## src/rtl/bcd_cnt_pkg.sv

```systemverilog
package bcd_cnt_pkg;
  localparam int DIGW = 4;
  localparam int NDIG = 2;
  localparam logic [DIGW-1:0] DMAX = DIGW'(9);
  localparam logic [DIGW-1:0] DMIN = '0;

  typedef logic [DIGW-1:0] digit_t;

  // up: next digit counting up (1) or down (0), wrapping within 0..9
  function automatic digit_t bcd_next(digit_t d, logic up);
    if (up) return (d == DMAX) ? DMIN : d + DIGW'(1);
    else    return (d == DMIN) ? DMAX : d - DIGW'(1);
  endfunction

  // digit sits at the edge where a step produces a carry or borrow
  function automatic logic bcd_at_edge(digit_t d, logic up);
    return up ? (d == DMAX) : (d == DMIN);
  endfunction

  function automatic digit_t bcd_start(logic up);
    return up ? DMIN : DMAX;
  endfunction
endpackage

```

## src/rtl/bcd_dir_watch.sv

```systemverilog
module bcd_dir_watch (
  input  logic clk_i,
  input  logic rst_i,
  input  logic dir_i,
  output logic dir_chg_o
);
  logic dir_q;

  always_ff @(posedge clk_i) dir_q <= dir_i;

  assign dir_chg_o = ~rst_i & (dir_i ^ dir_q);

  // a reported change means the input differs from last edge's value
  p_chg_tracks_r8: assert property (@(posedge clk_i) disable iff (rst_i)
    dir_chg_o |-> (dir_i != $past(dir_i)));
endmodule

```

## src/rtl/bcd_digit.sv

```systemverilog
module bcd_digit
  import bcd_cnt_pkg::*;
(
  input  logic   clk_i,
  input  logic   rst_i,
  input  logic   load_i,
  input  logic   up_i,
  input  logic   step_i,
  output digit_t digit_o,
  output logic   step_o
);
  digit_t d_q;

  always_ff @(posedge clk_i) begin
    if (rst_i || load_i) d_q <= bcd_start(up_i);
    else if (step_i)     d_q <= bcd_next(d_q, up_i);
  end

  assign digit_o = d_q;
  assign step_o  = step_i & bcd_at_edge(d_q, up_i);

  // digit stays decimal
  p_digit_legal_r2: assert property (@(posedge clk_i) disable iff (rst_i)
    digit_o <= DMAX);
  // a carry or borrow leaves the digit at its opposite bound
  p_carry_wraps_r4: assert property (@(posedge clk_i) disable iff (rst_i)
    (step_o && !load_i) |=> (digit_o == bcd_start($past(up_i))));
endmodule

```

## src/rtl/bcd_updown_counter.sv

```systemverilog
module bcd_updown_counter
  import bcd_cnt_pkg::*;
(
  input  logic            clk_i,
  input  logic            rst_i,
  input  logic            tick_i,
  input  logic            dir_i,
  output logic [DIGW-1:0] ones_o,
  output logic [DIGW-1:0] tenths_o
);
  logic            dir_chg;
  logic            up;
  logic [NDIG:0]   step;
  digit_t          dig [NDIG];
  logic [2*DIGW-1:0] value;

  assign up      = ~dir_i;
  assign step[0] = tick_i & ~dir_chg;

  bcd_dir_watch u_dir (
    .clk_i    (clk_i),
    .rst_i    (rst_i),
    .dir_i    (dir_i),
    .dir_chg_o(dir_chg)
  );

  // digit 0 = tenths, digit 1 = ones; carry/borrow ripples upward
  for (genvar i = 0; i < NDIG; i++) begin : g_dig
    bcd_digit u_d (
      .clk_i  (clk_i),
      .rst_i  (rst_i),
      .load_i (dir_chg),
      .up_i   (up),
      .step_i (step[i]),
      .digit_o(dig[i]),
      .step_o (step[i+1])
    );
  end

  assign tenths_o = dig[0];
  assign ones_o   = dig[1];
  assign value    = {ones_o, tenths_o};

  // no tick and no direction change -> hold
  p_hold_r3: assert property (@(posedge clk_i) disable iff (rst_i)
    (!tick_i && !dir_chg) |=> $stable(value));
  // direction change reloads the new start value
  p_dir_reload_r8: assert property (@(posedge clk_i) disable iff (rst_i)
    dir_chg |=> (value == ($past(dir_i) ? 8'h99 : 8'h00)));
  // up wrap
  p_up_wrap_r6: assert property (@(posedge clk_i) disable iff (rst_i)
    (tick_i && !dir_chg && !dir_i && value == 8'h99) |=> (value == 8'h00));
  // down wrap
  p_down_wrap_r7: assert property (@(posedge clk_i) disable iff (rst_i)
    (tick_i && !dir_chg && dir_i && value == 8'h00) |=> (value == 8'h99));
endmodule

```

## config.mk

```make
export PLATFORM = sky130hd
export DESIGN_NAME = bcd_updown_counter
export DESIGN_NICKNAME = d
export VERILOG_FILES = /design/src/rtl/bcd_cnt_pkg.sv /design/src/rtl/bcd_dir_watch.sv /design/src/rtl/bcd_digit.sv /design/src/rtl/bcd_updown_counter.sv
export SDC_FILE = /design/constraint.sdc
export NUM_CORES = 1
export LEC_CHECK = 0
export ABC_AREA = 1
export CAP_MARGIN = 20
export CORE_AREA = 2 2 39 41
export DETAILED_ROUTE_END_ITERATION = 12
export DIE_AREA = 0 0 41 43
export GPL_TIMING_DRIVEN = 0
export MAX_ROUTING_LAYER = met4
export PLACE_DENSITY = 0.72
export SYNTH_ARGS = -nofsm -noshare
export SYNTH_HDL_FRONTEND = slang
export SYNTH_SLANG_ARGS = --single-unit
```

## constraint.sdc

```tcl
create_clock -name clk_i -period 2.65 [get_ports clk_i]
set_input_delay 0.265 -clock clk_i [delete_from_list [all_inputs] [get_ports clk_i]]
set_output_delay 0.265 -clock clk_i [all_outputs]
set_load 0.1 [all_outputs]
```

==> metrics.yaml <==
logic_synthesis:
  async_reset_ff_share_pct: 0
  synth_ff_type: "edfxtp_1"
  postSynthNetCount: 90
  syn_area_sq_um: 613.1
  yosys_warnings: 0
  yosysUniqueCellTypes: 19
  synth.avg_cell_area_sq_um: 7.129
  syn_inst: 86
  synth_edf_count: 8
  synth_seq_cells: 9
  yosysSeqAreaShare_pct: 42.45
worst_hold_path:
  worstHoldPathType: "input port to register"
sta:
  fin_setup_tns_ns: 0
  setup_slack_ns: 0.4675
  slew_headroom_pct: 35.46
  fin_crit_ns: 2.182
  max_freq_ghz: 0.4582
  min_period_over_period_pct: 82.36
  skew_ns: 0.001543
  setup_viol: 0
  rsz0062_at_grt: "false"
  worst_slew_pin_slew_ns: 0.9651
  slew_violations: 0
  hold_viol: 0
  holdWs_ns: 0.5361
critical_path:
  endpoint_kind: "output port"
  crit_path_start_kind: "register"
  worstReg2RegStart: "g_dig[0].u_d.digit_o[2]$_SDFFCE_PP0P_"
  crit_buf_inv: 1
  ff2ff_path_depth: 5
  required_ns: 2.38
  crit_cells: 1
  crit_type: "register to output port"
  path_delay_family: "buffers and inverters"
  rrSetupSlack_ns: 0.97
  crit_path_start: "g_dig[0].u_d.digit_o[2]$_SDFFCE_PP0P_"
  crit_chain: "clkdlybuf4s50_1"
  crit_path_max_incr_delay_ns: 1.18
  crit_arrival_ns: 1.92
  cp_max_fo: 8
  r2r_end: "g_dig[1].u_d.digit_o[3]$_DFFE_PP_"
  cp_slowest_cell: "clkdlybuf4s50_1"
  worstSetupEndpoint: "tenths_o[2]"
floorplan:
  rows: 14
  die_area_sq_um: 1763
  die_h_microns: 43
  initial_core_util_pct: 44.30
  io_pins: 12
  die_w_microns: 41
  core_area_sq_um: 1384
final_layout:
  nNetsFinal: 106
  final_area_sq_um: 769.5
  n_fill_cell: 139
  syn_to_final_growth_pct: 25.51
  antenna_cells: 0
  drive_above_1_share_pct: 7.921
power_and_ir_drop:
  ir_drop_mv: 0.3379
  leakagePower_nw: 0.3451
  power_density_nw_per_um2: 711.4
  p_total_uw: 547.4
drt:
  vias: 608
  drc: 0
  routed_via_density: 5.197
  wl_mm: 1.253
  firstDrtPassIters: 4
  ant_nets: 0
  drtIter0Drc: 15
  post_drt_wl_per_cell_microns: 10.71
global_route:
  grt_max_degree: 11
  grt_use_total_pct: 17.66
  antenna_found_initial: 0
  grt.overflow.total: 0
  grt_pass1_vias: 524
  grt_pass1_wl_mm: 2.076
placement:
  routabilityCongestion: 0.7538
  dpl_cell_area_sq_um: 743.2
  preCtsSetupSlack_ns: 0.6701
  hpwl_microns: 941.5
  io_buffers: 11
cts:
  numCtsBuffers: 3
  post_cts_buffers: 0
  cts_sinks: 9
  clk_path_buf_depth: 2
  root_buffer: "clkbuf_4"
  clk_latency_ns: 0.26
  clkTransAtPathRegs_ns: 0.06
  ctsResizeCount: 0
  cts_tree: "yes"
  hold_buffers: 0
  htree_levels: 1
run_status:
  outcome: "completed"
run:
  max_cap_violations: 0
[layer usage]
metal	wire length [microns]	global-route usage, %	vias up
li1	-	-	318
met1	578	20.61	277
met2	613	28.13	11
met3	37	3.141	2
met4	24	8.000	0
met5	0	-	-
[Yosys cell counts, types with 2 or more instances]
cell / number / share of area [%]
nand4_1: 3 / 3.1
inv_1: 10 / 6.1
edfxtp_1: 8 / 39
o21ai_1: 2 / 1.6
o21ai_0: 5 / 4.1
nor2_1: 6 / 3.7
nand2_1: 29 / 18
a21oi_1: 4 / 3.3
nand3_1: 9 / 7.3
[report_power, final]
part           switching [mW]  internal [mW]
Combinational           0.180         0.0617
Sequential             0.0238          0.176
Clock                  0.0477         0.0580
Total                   0.252          0.296
[cells in the final DEF (no fill, tap or decap), types with 2 or more instances in the layout]
| cell type | count |
|---|---|
| clkdlybuf4s50_1 | 11 |
| nand3_1 | 9 |
| nor2_1 | 6 |
| a21oi_1 | 4 |
| edfxtp_1 | 8 |
| o21ai_0 | 5 |
| inv_1 | 10 |
| nand2_1 | 29 |
| o21ai_1 | 2 |
| nand4_1 | 3 |
| clkbuf_4 | 3 |
[flip-flops by register name, indices dropped and copies added (netlist names)]
name,count
g_dig.u_d.digit_o,8
u_dir.dir_q,1
[worst min-delay path by stage]
stage	to	depth (start not counted)	from
floorplan	u_dir.dir_q$_DFF_P_	0	dir_i
finish	u_dir.dir_q$_DFF_P_	1	dir_i
global placement	g_dig[0].u_d.digit_o[0]$_DFFE_PP_	1	g_dig[0].u_d.digit_o[0]$_DFFE_PP_
detailed placement	g_dig[0].u_d.digit_o[0]$_DFFE_PP_	1	g_dig[0].u_d.digit_o[0]$_DFFE_PP_
CTS	u_dir.dir_q$_DFF_P_	1	dir_i
global route	u_dir.dir_q$_DFF_P_	1	dir_i
[stage by stage]
stage               instances  utilization [%]
finish                    117            55.61
global route              117            55.61
CTS                       117            55.61
detailed placement        113            53.71
global placement          113            53.71
floorplan                  86                -
[cell type report]
cell class              instances  area, sq um  area share (%)
clock buffers                   4        26.28           3.415
repair buffers                 11        110.1           14.31
multi-input cells              65        304.0           39.51
inverters                      11        43.79           5.691
plain buffers                   1        5.005          0.6504
flip-flops and latches          9        260.3           33.82
well taps                      16        20.02           2.602
[logic make-up after synthesis]
family | after synthesis | synth area share (%)
and+or+nand+nor | 51 | 36.74
AOI/OAI and AO/OA | 13 | 11.43
buffers and inverters | 12 | 7.960
DFF | 9 | 42.45
xor gates and xnor gates | 1 | 1.429
Note: power is estimated with default switching activity, not from simulation.
